$ cat src/rtl/pmu_pkg.sv
package pmu_pkg;

  typedef enum logic [3:0] {
    REG_CTRL    = 4'd0,
    REG_EN_SET  = 4'd1,
    REG_EN_CLR  = 4'd2,
    REG_OVF     = 4'd3,
    REG_SWINC   = 4'd4,
    REG_SEL     = 4'd5,
    REG_CYC     = 4'd6,
    REG_EVTYPE  = 4'd7,
    REG_EVCNT   = 4'd8,
    REG_USER    = 4'd9,
    REG_IE_SET  = 4'd10,
    REG_IE_CLR  = 4'd11
  } pmu_reg_e;

  localparam int ADDR_W    = 4;
  localparam int NUM_ADDR  = 1 << ADDR_W;
  localparam int CTRL_EN   = 0;
  localparam int CTRL_RSTE = 1;
  localparam int CTRL_RSTC = 2;

  // set bits win over clear bits only if both arrive together (never via one bus)
  function automatic logic [31:0] mask_update(input logic [31:0] cur,
                                              input logic [31:0] set_m,
                                              input logic [31:0] clr_m);
    return (cur & ~clr_m) | set_m;
  endfunction

  // a freshly wrapped counter keeps its flag even if cleared in the same cycle
  function automatic logic [31:0] flag_update(input logic [31:0] cur,
                                              input logic [31:0] clr_m,
                                              input logic [31:0] wraps);
    return (cur & ~clr_m) | wraps;
  endfunction

endpackage

$ cat src/rtl/pmu_counter.sv
module pmu_counter #(
  parameter int W = 32
) (
  input  logic         clk,
  input  logic         rst_n,
  input  logic         clr,
  input  logic         load,
  input  logic [W-1:0] load_val,
  input  logic         inc,
  output logic [W-1:0] cnt,
  output logic         wrap
);
  assign wrap = inc && !clr && !load && (cnt == {W{1'b1}});

  always_ff @(posedge clk or negedge rst_n) begin
    if (!rst_n)    cnt <= '0;
    else if (clr)  cnt <= '0;
    else if (load) cnt <= load_val;
    else if (inc)  cnt <= cnt + W'(1);
  end
endmodule

$ cat src/rtl/pmu_bus_dec.sv
module pmu_bus_dec
  import pmu_pkg::*;
(
  input  logic                bus_valid,
  input  logic                bus_write,
  input  logic [ADDR_W-1:0]   bus_addr,
  input  logic                user_mode,
  input  logic                user_en,
  output logic                blocked,
  output logic [NUM_ADDR-1:0] wr_stb
);
  logic user_deny;
  assign user_deny = user_mode && (!user_en || (bus_write && bus_addr == REG_USER));
  assign blocked   = bus_valid && user_deny;

  for (genvar a = 0; a < NUM_ADDR; a++) begin : g_stb
    assign wr_stb[a] = bus_valid && bus_write && !user_deny && (bus_addr == ADDR_W'(a));
  end
endmodule

$ cat src/rtl/pmu_evt_sel.sv
module pmu_evt_sel #(
  parameter int NUM_CNT = 4,
  parameter int NUM_EVT = 8,
  parameter int TYPE_W  = 8
) (
  input  logic [NUM_CNT-1:0][TYPE_W-1:0] evtype,
  input  logic [NUM_EVT-1:0]             events,
  input  logic [NUM_CNT-1:0]             swinc_req,
  output logic [NUM_CNT-1:0]             hit
);
  for (genvar i = 0; i < NUM_CNT; i++) begin : g_cnt
    logic hw_hit;
    always_comb begin
      hw_hit = 1'b0;
      for (int k = 0; k < NUM_EVT; k++) begin
        if (evtype[i] == TYPE_W'(k + 1) && events[k]) hw_hit = 1'b1;
      end
    end
    assign hit[i] = hw_hit || (swinc_req[i] && evtype[i] == '0);
  end
endmodule

$ cat src/rtl/perf_mon_unit.sv
module perf_mon_unit
  import pmu_pkg::*;
#(
  parameter int NUM_CNT = 4,
  parameter int NUM_EVT = 8,
  parameter int CNT_W   = 32,
  parameter int TYPE_W  = 8,
  parameter int DATA_W  = 32
) (
  input  logic              clk,
  input  logic              rst_n,
  input  logic              bus_valid,
  input  logic              bus_write,
  input  logic [ADDR_W-1:0] bus_addr,
  input  logic [DATA_W-1:0] bus_wdata,
  output logic [DATA_W-1:0] bus_rdata,
  output logic              bus_err,
  input  logic              user_mode,
  input  logic [NUM_EVT-1:0] event_in,
  output logic              irq
);
  localparam int NCTR    = NUM_CNT + 1;
  localparam int CYC_IDX = NUM_CNT;
  localparam int SEL_W   = (NUM_CNT > 1) ? $clog2(NUM_CNT) : 1;

  // named internal state and events (observed by the checker)
  logic                             glob_en;
  logic [NCTR-1:0]                  cnten_q;
  logic [NCTR-1:0]                  inten_q;
  logic [NCTR-1:0]                  ovf_q;
  logic                             user_en_q;
  logic [SEL_W-1:0]                 sel_q;
  logic [NUM_CNT-1:0][TYPE_W-1:0]   evtype_q;
  logic [NUM_CNT-1:0][CNT_W-1:0]    ev_cnt;
  logic [CNT_W-1:0]                 cyc_cnt;
  logic [NCTR-1:0]                  wrap_vec;
  logic                             blocked;
  logic [NUM_ADDR-1:0]              wr_stb;
  logic [NUM_CNT-1:0]               evt_hit;
  logic [NUM_CNT-1:0]               swinc_req;
  logic                             rst_ev, rst_cyc;

  pmu_bus_dec u_dec (
    .bus_valid (bus_valid),
    .bus_write (bus_write),
    .bus_addr  (bus_addr),
    .user_mode (user_mode),
    .user_en   (user_en_q),
    .blocked   (blocked),
    .wr_stb    (wr_stb)
  );

  assign swinc_req = wr_stb[REG_SWINC] ? bus_wdata[NUM_CNT-1:0] : '0;
  assign rst_ev    = wr_stb[REG_CTRL] && bus_wdata[CTRL_RSTE];
  assign rst_cyc   = wr_stb[REG_CTRL] && bus_wdata[CTRL_RSTC];

  pmu_evt_sel #(.NUM_CNT(NUM_CNT), .NUM_EVT(NUM_EVT), .TYPE_W(TYPE_W)) u_sel (
    .evtype    (evtype_q),
    .events    (event_in),
    .swinc_req (swinc_req),
    .hit       (evt_hit)
  );

  for (genvar i = 0; i < NUM_CNT; i++) begin : g_ev
    pmu_counter #(.W(CNT_W)) u_cnt (
      .clk      (clk),
      .rst_n    (rst_n),
      .clr      (rst_ev),
      .load     (wr_stb[REG_EVCNT] && sel_q == SEL_W'(i)),
      .load_val (bus_wdata[CNT_W-1:0]),
      .inc      (glob_en && cnten_q[i] && evt_hit[i]),
      .cnt      (ev_cnt[i]),
      .wrap     (wrap_vec[i])
    );
  end

  pmu_counter #(.W(CNT_W)) u_cyc (
    .clk      (clk),
    .rst_n    (rst_n),
    .clr      (rst_cyc),
    .load     (wr_stb[REG_CYC]),
    .load_val (bus_wdata[CNT_W-1:0]),
    .inc      (glob_en && cnten_q[CYC_IDX]),
    .cnt      (cyc_cnt),
    .wrap     (wrap_vec[CYC_IDX])
  );

  logic [31:0] en_set_m, en_clr_m, ie_set_m, ie_clr_m, ovf_clr_m, wrap_m;
  assign en_set_m  = wr_stb[REG_EN_SET] ? 32'(bus_wdata[NCTR-1:0]) : '0;
  assign en_clr_m  = wr_stb[REG_EN_CLR] ? 32'(bus_wdata[NCTR-1:0]) : '0;
  assign ie_set_m  = wr_stb[REG_IE_SET] ? 32'(bus_wdata[NCTR-1:0]) : '0;
  assign ie_clr_m  = wr_stb[REG_IE_CLR] ? 32'(bus_wdata[NCTR-1:0]) : '0;
  assign ovf_clr_m = wr_stb[REG_OVF]    ? 32'(bus_wdata[NCTR-1:0]) : '0;
  assign wrap_m    = 32'(wrap_vec);

  always_ff @(posedge clk or negedge rst_n) begin
    if (!rst_n) begin
      glob_en   <= 1'b0;
      cnten_q   <= '0;
      inten_q   <= '0;
      ovf_q     <= '0;
      user_en_q <= 1'b0;
      sel_q     <= '0;
      evtype_q  <= '0;
    end else begin
      if (wr_stb[REG_CTRL]) glob_en <= bus_wdata[CTRL_EN];
      if (wr_stb[REG_USER]) user_en_q <= bus_wdata[0];
      if (wr_stb[REG_SEL])  sel_q <= bus_wdata[SEL_W-1:0];
      if (wr_stb[REG_EVTYPE]) evtype_q[sel_q] <= bus_wdata[TYPE_W-1:0];
      cnten_q <= NCTR'(mask_update(32'(cnten_q), en_set_m, en_clr_m));
      inten_q <= NCTR'(mask_update(32'(inten_q), ie_set_m, ie_clr_m));
      ovf_q   <= NCTR'(flag_update(32'(ovf_q), ovf_clr_m, wrap_m));
    end
  end

  assign irq     = glob_en && |(ovf_q & inten_q);
  assign bus_err = blocked;

  always_comb begin
    bus_rdata = '0;
    if (bus_valid && !blocked) begin
      case (bus_addr)
        REG_CTRL:   bus_rdata = DATA_W'(glob_en);
        REG_EN_SET,
        REG_EN_CLR: bus_rdata = DATA_W'(cnten_q);
        REG_OVF:    bus_rdata = DATA_W'(ovf_q);
        REG_SEL:    bus_rdata = DATA_W'(sel_q);
        REG_CYC:    bus_rdata = DATA_W'(cyc_cnt);
        REG_EVTYPE: bus_rdata = DATA_W'(evtype_q[sel_q]);
        REG_EVCNT:  bus_rdata = DATA_W'(ev_cnt[sel_q]);
        REG_USER:   bus_rdata = DATA_W'(user_en_q);
        REG_IE_SET,
        REG_IE_CLR: bus_rdata = DATA_W'(inten_q);
        default:    bus_rdata = '0;
      endcase
    end
  end
endmodule

$ cat config.mk
export PLATFORM = sky130hd
export DESIGN_NAME = perf_mon_unit
export DESIGN_NICKNAME = d
export VERILOG_FILES = /design/src/rtl/pmu_pkg.sv /design/src/rtl/pmu_counter.sv /design/src/rtl/pmu_bus_dec.sv /design/src/rtl/pmu_evt_sel.sv /design/src/rtl/perf_mon_unit.sv
export SDC_FILE = /design/constraint.sdc
export NUM_CORES = 1
export LEC_CHECK = 0
export ABC_AREA = 0
export CORE_UTILIZATION = 46
export CTS_BUF_LIST = sky130_fd_sc_hd__clkbuf_4
export DETAILED_ROUTE_END_ITERATION = 16
export DONT_BUFFER_PORTS = 1
export HOLD_SLACK_MARGIN = 0.06
export SKIP_CTS_REPAIR_TIMING = 1
export SLEW_MARGIN = 15
export SYNTH_ARGS = -nofsm -noshare
export SYNTH_HDL_FRONTEND = slang
export SYNTH_SLANG_ARGS = --single-unit
export TNS_END_PERCENT = 50
$ cat constraint.sdc
create_clock -name clk -period 3.4 [get_ports clk]
set_clock_uncertainty 0.15 [all_clocks]
set_input_delay 0.17 -clock clk [delete_from_list [all_inputs] [get_ports clk]]
set_output_delay 0.17 -clock clk [all_outputs]
set_load 0.01 [all_outputs]
==> results of run 1 <==
## layout make-up
cell class                      instances  area, sq um  area share (%)
Multi-Input combinational cell       1149         7880            51.1
Sequential cell                       211         5280            34.2
Timing Repair Buffer                   98          931            6.03
Clock buffer                           91          683            4.43
Tap cell                              384          480            3.11
Inverter                               25         93.8           0.608
Clock inverter                         16         61.3           0.397
Antenna cell                            6         15.0          0.0973
## worst max path at each step
| stage | to | start |
|---|---|---|
| 3_5_place_dp | g_ev[1].u_cnt.cnt[26] | evtype_q[8] |
| 2_1_floorplan | g_ev[2].u_cnt.cnt[16] | evtype_q[16] |
| 4_1_cts | bus_rdata[4] | sel_q[0] |
| 3_3_place_gp | g_ev[0].u_cnt.cnt[28] | evtype_q[7] |
| 5_1_grt | g_ev[1].u_cnt.cnt[16] | user_en_q |
| 6_report | bus_rdata[4] | sel_q[0] |
## synthesized netlist by cell type (3+ instances only)
| cell type | number |
|---|---|
| and2_1 | 7 |
| and4_1 | 7 |
| a2111oi_0 | 3 |
| a22oi_1 | 37 |
| nand4_1 | 59 |
| a211oi_1 | 23 |
| or2_1 | 3 |
| nor4bb_1 | 5 |
| a21boi_0 | 4 |
| nand3_1 | 63 |
| and3_1 | 25 |
| buf_4 | 4 |
| o21ai_0 | 153 |
| xor2_1 | 54 |
| mux2_2 | 41 |
| nor4_1 | 13 |
| dfrtp_1 | 211 |
| a221oi_1 | 5 |
| inv_1 | 25 |
| nor4b_2 | 4 |
| nand2b_1 | 7 |
| and3b_1 | 4 |
| mux4_2 | 43 |
| or3_1 | 3 |
| buf_2 | 7 |
| xnor2_1 | 93 |
| clkbuf_1 | 79 |
| a21oi_1 | 146 |
| nor3_1 | 41 |
| nand2_1 | 98 |
| mux2i_1 | 5 |
| nor3_2 | 3 |
| a31oi_1 | 8 |
| nor2b_1 | 8 |
| nand3b_1 | 3 |
| o211ai_1 | 8 |
| nor2_1 | 123 |
| buf_1 | 7 |
| nor4_2 | 15 |
| nor3b_1 | 4 |
| buf_6 | 3 |
| ha_1 | 5 |
## logic make-up (layout without fill, tap and decap cells)
family | Yosys count | after routing | share of synthesized area [%]
compound gates | 400 | 400 | 16.8
xor+xnor | 147 | 147 | 9.43
fa+ha+maj | 5 | 5 | 0.458
buf+inv | 125 | 230 | 3.78
flops | 211 | 211 | 38.7
mux | 89 | 89 | 10.8
other cells | 0 | 6 | 0
simple gates | 508 | 508 | 20.1
## state kept, by name, indices dropped and copies added (netlist names)
register and flops:
u_cyc.cnt 32, cnten_q 5, g_ev.u_cnt.cnt 128, sel_q 2, inten_q 5, ovf_q 5, glob_en 1, user_en_q 1
evtype_q 32
## critical path: cells and delay by family (launching register included)
kind	cells	cell delay, ps
flops	1	630
mux	1	560
buf+inv	1	330
compound gates	2	710
## metal layers
metal	global-route usage [%]	wire length, um
met1	43.6	20400
met4	10.6	1340
met2	46.3	21200
met5	0	13
met3	8.16	4750
## where the power goes
part | switching [uW] | leakage (uW) | internal, uW
Clock | 1160 | 0.000454 | 1210
Sequential | 348 | 0.00277 | 2740
Combinational | 568 | 0.00269 | 557
Total | 2070 | 0.00592 | 4510
## stage by stage
| stage | total power, uW | utilization [%] | TNS (ps) | worst slack (ps) |
|---|---|---|---|---|
| floorplan | 3800 | - | 0 | 971 |
| global placement | 4110 | 49.0 | 0 | 566 |
| detailed placement | 4130 | 49.0 | 0 | 490 |
| CTS | 6490 | 51.6 | 0 | 180 |
| global route | 6880 | 53.3 | -16.4 | -16.4 |
| finish | 6590 | 53.3 | 0 | 93.3 |
==> impl_results.md, run 1 <==
- Top_reg_cell synth: dfrtp_1
- Share of the synthesized area in the top cell type: 38.7%
- Failing checks: hold timing
- Netlist area before placement: 13700 sq um
- Fin crit period: between 3000 and 4000 ps
- Crit path cell chain: buf_12 -> mux4_2 -> a22oi_1 -> a21oi_1
- Worst r2r src: user_en_q
- Port Buffers: 0
- Most frequent cells in the layout: 209 x dfrtp_1, 153 x o21ai_0, 146 x a21oi_1, 122 x nor2_1, 97 x nand2_1
- Dpl cells: approximately 1800
- Via count: 12600
- Fill cell count: 2673
- Clock tree buffer depth: 3
- Max Clock Freq: between 300 and 400 MHz
- Final Max Tran Viols: 0
- Antenna-violating nets left: 0
- Clock insertion delay at the later pin of the skew report: roughly 720 ps
- Worst Path Required: a little over 3000 ps
- Root buffer cell: clkbuf_4
- Post-Syn Nets: 1539
- Final setup viols: 0
- CP Data Arrival Time: 2990 ps
- Maxcap violations: 0
- H-tree Lvls: 2
- Mapped Cells: around 1500
- Drt drc: 0
- Top cells by area, synth: dfrtp_1 39%, mux4_2 7.1%, xnor2_1 6.0%, o21ai_0 5.6%, a21oi_1 5.4%
- Placed Area: 14200 sq um
- Final Hold Fails: 211
- Slowest-stage cell, CP: dfrtp_2
- Row count: slightly above 60
- Reg2Reg Setup Slack: 200 ps
- Async S/R FF share, synth: 100%
- Grt ovf: 0
- Drt pass-1 iters: 5
- Final Net Count: between 1500 and 2000
- Total global-route track usage: 31.1%
- Sequential-to-total area share from yosys stat: about two fifths
- Cells on worst reg2reg path: 7
- Initial antenna violation count: 7
- Yosys cell types: 63
- Crit Path Category: flip-flop to output pin
- Core Footprint: around 29000 sq um
- Die Ht: 174 um
- Area growth, synth to finish: 13.0%
- CP Capture Type: output pin
- Final wirelength: between 40000 and 50000 um
- Worst hold margin: -995 ps
- Post-route insts no fill: 1980
- Num CTS Buffers: 59
- Die X: 174 um
- Hold crit path type: primary input to async pin
- Final period util: a little over nine tenths
- Static Leak: 0.00592 uW
- Syn Area/Cell: 9.19 sq um
- Status: finished with violations
- # clock sinks: 211
- Startpoint types: flip-flop
- CTS tree: yes
- Starting density of the core: approximately 47%
- Post-synth top area cell: dfrtp_1
- Final instance area: about 15000 sq um
- First-pass GRT wire length: between 70000 and 80000 um
- Max incr delay on CP: 630 ps
- Reg clk slew, reported paths: ~70 ps
- I/O pins: 83
- Post-synth EDFFs: 0
- GPL Wtd Cong: 0.947
- Power per cell area: 427 nW/um^2
- Initial DRC Count: 1450
- Peak supply drop: 0.183 mV
- Reg-to-reg endpoint: g_ev[1].u_cnt.cnt[16]
- Layout cells sized above 1: roughly 17%
- Die area: 30400 sq um
- Slew HR: 21.0%
- Final HPWL from detailed placement: 32000 um
- Routed WL per cell: 24.1 um
- Yosys reg bits: 211
- Vias in the first global route: 12000
- Commonest non-fill, non-tap cell in the layout: dfrtp_1
- Vias per cell: 6.34
- Slew at the pin with the worst max-slew slack: 1190 ps
- Worst-path fanout max: 35
- Largest net degree at the start of global routing: 212
- Synth warnings: 0
(Power assumes the default switching activity.)
==> run 2, diff against run 1 <==
- ABC_CLOCK_PERIOD_IN_PS: not set -> 3400
- CORE_UTILIZATION: 46 -> 30
==> impl_results.md, run 2 (synthesized netlist as in run 1, its figures left out) <==
- Status: finished with violations
- Failing checks: hold timing
- Die X: 215 um (+24%)
- Slowest-stage cell, CP: dfrtp_4
- Clock insertion delay at the later pin of the skew report: 770 ps (+50 ps)
- Final Max Tran Viols: 0 (unchanged)
- Worst r2r src: evtype_q[8]
- First-pass GRT wire length: 75400 um (+4.4%)
- Initial antenna violation count: 7 (unchanged)
- Unrepaired setup endpoints after global routing: no
- Final wirelength: 49500 um (+3.7%)
- Drt pass-1 iters: 6 (+1)
- Total global-route track usage: 21.0% (-10 points)
- CP Data Arrival Time: 2970 ps (-20 ps)
- Reg2Reg Setup Slack: 400 ps (+200 ps)
- Fin crit period: 3290 ps (-14.3 ps)
- Commonest non-fill, non-tap cell in the layout: dfrtp_1
- Die area: 46400 sq um (+53%)
- Hold crit path type: primary input to async pin
- Max Clock Freq: 304 MHz (+0.43%)
- Row count: 77 (+24%)
- # clock sinks: 211 (unchanged)
- H-tree Lvls: 2 (unchanged)
- Reg clk slew, reported paths: 70 ps (about the same)
- Fill cell count: 4554 (+70%)
- Reg-to-reg endpoint: g_ev[1].u_cnt.cnt[24]
- Most frequent cells in the layout: 209 x dfrtp_1, 153 x o21ai_0, 146 x a21oi_1, 122 x nor2_1, 97 x nand2_1
- Largest net degree at the start of global routing: 212 (unchanged)
- Num CTS Buffers: 58 (-1.7%)
- Via count: 12700 (+1.1%)
- Maxcap violations: 0 (unchanged)
- Layout cells sized above 1: 17.0% (-0.021 points)
- Worst-path fanout max: 19 (-46%)
- Final Net Count: 1604 (+0.38%)
- Final TNS setup: 0 ps (unchanged)
- Slew HR: 33.8% (+13 points)
- Crit Path Category: flip-flop to output pin
- Crit path cell chain: buf_4 -> mux4_2 -> a22oi_1 -> a21oi_1
- Startpoint types: flip-flop
- Core Footprint: 44500 sq um (+54%)
- Root buffer cell: clkbuf_4
- Max incr delay on CP: 620 ps (about the same)
- Layout Utilization: 35.3% (-18 points)
- Initial DRC Count: 1360 (-6.2%)
- Vias in the first global route: 12200 (+2.2%)
- Top delay family on crit path: flip-flops
- Area growth, synth to finish: 15.0%
- Clock tree buffer depth: 3 (unchanged)
- Routed WL per cell: 22.6 um (-6.1%)
- CTS tree: yes
- Worst path buffer plus inverter count: 1 (unchanged)
- Vias per cell: 5.81 (-8.4%)
- Final Hold Fails: 211 (unchanged)
- Largest register FFs: 128 (unchanged)
- Largest regs: g_ev.u_cnt.cnt (128), evtype_q (32), u_cyc.cnt (32)
- Static Leak: 0.00592 uW (about the same)
- GPL Wtd Cong: 0.908 (-4.2%)
- Final setup viols: 0 (unchanged)
- Final period util: 96.8% (-0.42 points)
- Final HPWL from detailed placement: 34500 um (+7.9%)
- Drt drc: 0 (unchanged)
- Peak supply drop: 0.225 mV (+23%)
- Antenna-violating nets left: 0 (unchanged)
- I/O pins: 83 (unchanged)
- Worst Path Required: 3080 ps (about the same)
- Slew at the pin with the worst max-slew slack: 989 ps (-197 ps)
- Worst hold margin: -1010 ps (-11.9 ps)
- Port Buffers: 0 (unchanged)
- Die Ht: 215 um (+24%)
- Power per cell area: 418 nW/um^2 (-2.0%)
- Grt ovf: 0 (unchanged)
- Biggest register: g_ev.u_cnt.cnt
- Starting density of the core: 30.7% (-17 points)
- Cells on worst reg2reg path: 8 (+1)
- CP Capture Type: output pin
[run 2: worst max path at each step]
stage | startpoint | to | slack, ps | cells after the start
2_1_floorplan | evtype_q[16] | g_ev[2].u_cnt.cnt[16] | 970 | 9
3_3_place_gp | evtype_q[8] | g_ev[1].u_cnt.cnt[24] | 430 | 8
3_5_place_dp | evtype_q[8] | g_ev[1].u_cnt.cnt[24] | 400 | 8
4_1_cts | sel_q[0] | bus_rdata[6] | 20 | 4
5_1_grt | sel_q[0] | bus_rdata[2] | 20 | 4
6_report | sel_q[0] | bus_rdata[6] | 110 | 4
[run 2: per-stage QoR]
stage,setup slack (ps),cells,cell area (sq um),total power [uW]
2_1_floorplan,971,1485,13700,3800
3_3_place_gp,429,2028,14400,4100
6_report,108,2186,15700,6570
4_1_cts,22.6,2130,15200,6480
3_5_place_dp,402,2028,14400,4120
5_1_grt,22.1,2185,15700,6860
[run 2: final cells by class]
type / instances / area [sq um] / share of cell area (%)
diodes: 2 / 5.00 / 0.0319
inverters: 25 / 93.8 / 0.597
well taps: 592 / 741 / 4.72
repair buffers: 105 / 973 / 6.20
clock inverters: 11 / 43.8 / 0.279
flip-flops and latches: 211 / 5290 / 33.6
multi-input cells: 1149 / 7880 / 50.2
clock buffers: 91 / 683 / 4.35
[run 2: worst register-to-register path, stage by stage, from the launching register on]
cell,delay (ps)
dfrtp_1,450
mux2_2,360
a2111oi_0,420
a2111oi_1,90
buf_4,160
o211ai_1,790
nor2_1,170
xnor2_1,210
a21oi_1,90
[run 2: routing by layer]
metal / track usage (%) / vias to the layer above / part of all wire, %
li1: - / 5636 / -
met1: 27.5 / 6298 / 40
met2: 33.8 / 646 / 47
met3: 4.39 / 112 / 9.6
met4: 7.90 / 4 / 3.4
met5: 0 / - / 0.055
[run 2: where the power goes]
| group | switching, uW | leakage, uW | internal [uW] |
|---|---|---|---|
| Clock | 1160 | 0.000443 | 1200 |
| Combinational | 561 | 0.00271 | 546 |
| Sequential | 358 | 0.00277 | 2750 |
| Total | 2080 | 0.00592 | 4490 |
==> run 3, diff against run 2 <==
- CORE_MARGIN: not set -> 5
==> impl_results.md, run 3 (synthesized netlist as in run 1, its figures left out) <==
- GRT Max-Usage Layer: met2
- Largest regs: g_ev.u_cnt.cnt (128), evtype_q (32), u_cyc.cnt (32)
- CP Data Arrival Time: 2950 ps (-20 ps)
- Final Max Tran Viols: 0 (unchanged)
- CP Capture Type: output pin
- Crit Path Category: flip-flop to output pin
- Vias per cell: 5.80 (-0.11%)
- Routed WL per cell: 22.5 um (-0.59%)
- Maxcap violations: 0 (unchanged)
- Max Clock Freq: 306 MHz (+0.77%)
- # clock sinks: 211 (unchanged)
- Antenna-violating nets left: 0 (unchanged)
- Hold crit path type: primary input to async pin
- Grt ovf: 0 (unchanged)
- Fin crit period: 3270 ps (-25.0 ps)
- Final TNS setup: 0 ps (unchanged)
- Area growth, synth to finish: 14.8%
- Reg clk slew, reported paths: 70 ps (about the same)
- Status: finished with violations
- Met2 usage: 31.1% (-2.7 points)
- Largest net degree at the start of global routing: 212 (unchanged)
- Core Footprint: 45200 sq um (+1.5%)
- Starting density of the core: 30.2% (-0.46 points)
- Worst Path Required: 3080 ps (about the same)
- Total global-route track usage: 19.0% (-2.0 points)
- Drt pass-1 iters: 5 (-1)
- Most frequent cells in the layout: 209 x dfrtp_1, 153 x o21ai_0, 146 x a21oi_1, 122 x nor2_1, 97 x nand2_1
- Final wirelength: 49300 um (-0.36%)
- Vias in the first global route: 12300 (+0.47%)
- Met1 Use GR: 24.5% (-3.1 points)
- Failing checks: hold timing
- Layout Utilization: 34.7% (-0.59 points)
- Commonest non-fill, non-tap cell in the layout: dfrtp_1
- Largest register FFs: 128 (unchanged)
- Final Net Count: 1605 (+0.062%)
- Worst-path fanout max: 30 (+11)
- Die X: 223 um (+3.7%)
- Power per cell area: 413 nW/um^2 (-1.2%)
- Die Ht: 223 um (+3.7%)
- Unrepaired setup endpoints after global routing: no
- First-pass GRT wire length: 75100 um (-0.43%)
- Final Hold Fails: 211 (unchanged)
- Clock insertion delay at the later pin of the skew report: 750 ps (-20 ps)
- Clock tree buffer depth: 3 (unchanged)
- GPL Wtd Cong: 0.888 (-2.2%)
- Initial DRC Count: 1340 (-1.5%)
- Layout cells sized above 1: 16.6% (-0.35 points)
- Met3 usage in global routing: 4.00% (-0.39 points)
- CTS tree: yes
- Slew at the pin with the worst max-slew slack: 1120 ps (+130 ps)
- Total design power: 6480 uW (-1.4%)
- Peak supply drop: 0.213 mV (-5.3%)
- Port Buffers: 0 (unchanged)
- Final setup viols: 0 (unchanged)
- Num CTS Buffers: 56 (-3.4%)
- Static Leak: 0.00589 uW (-0.49%)
- Final period util: 96.1% (-0.74 points)
- Biggest register: g_ev.u_cnt.cnt
- H-tree Lvls: 2 (unchanged)
- Slew HR: 25.4% (-8.4 points)
- Worst hold margin: -970 ps (+37.2 ps)
- Startpoint types: flip-flop
- Final HPWL from detailed placement: 34300 um (-0.47%)
- I/O pins: 83 (unchanged)
- Drt drc: 0 (unchanged)
- Row count: 78 (+1.3%)
- Root buffer cell: clkbuf_4
- Via count: 12700 (+0.12%)
- Die area: 49900 sq um (+7.6%)
- Initial antenna violation count: 6 (-1)
run 3: path summary, 6_finish.rpt:
path                       startpoint                    end  slack [ps]  depth (start not counted)
min reg2reg                inten_q[4]             inten_q[4]         370                          2
min                             rst_n              user_en_q        -970                          0
max reg2reg                 user_en_q               ovf_q[3]         260                          8
max                          sel_q[1]           bus_rdata[4]         130                          4
max in group asynchronous       rst_n          u_cyc.cnt[14]        3530                          0
min in group clk            bus_valid  g_ev[0].u_cnt.cnt[27]          20                          5
run 3: power breakdown:
part | switching (uW) | internal [uW]
registers | 352 | 2740
clock network | 1130 | 1160
logic | 546 | 550
total | 2020 | 4460
run 3: final cells by class:
class / instances / area, sq um
Tap cell: 600 / 751
Timing Repair Buffer: 108 / 966
Inverter: 25 / 93.8
Sequential cell: 211 / 5280
Clock buffer: 81 / 608
Antenna cell: 2 / 5.00
Clock inverter: 15 / 88.8
Fill cell: 4648 / 29500
Multi-Input combinational cell: 1149 / 7880
run 3: worst max-delay path, stage by stage, from the launching register on:
cell and delay, ps:
dfrtp_2 710, buf_4 480, mux4_2 390, a22oi_1 400, a21oi_1 210
run 3: routing by layer:
metal	routed length [um]	vias up
li1	-	5660
met1	20200	6323
met2	23300	578
met3	3800	142
met4	1930	8
met5	41	-
run 3: stage by stage:
stage                     setup slack [ps]  cell area [sq um]  std cells
final                                  133              15700       2191
after global routing                  27.3              15700       2190
after CTS                              135              15100       2132
after detailed placement               320              14400       2036
after global placement                 374              14400       2036
after floorplan                        971              13700       1485
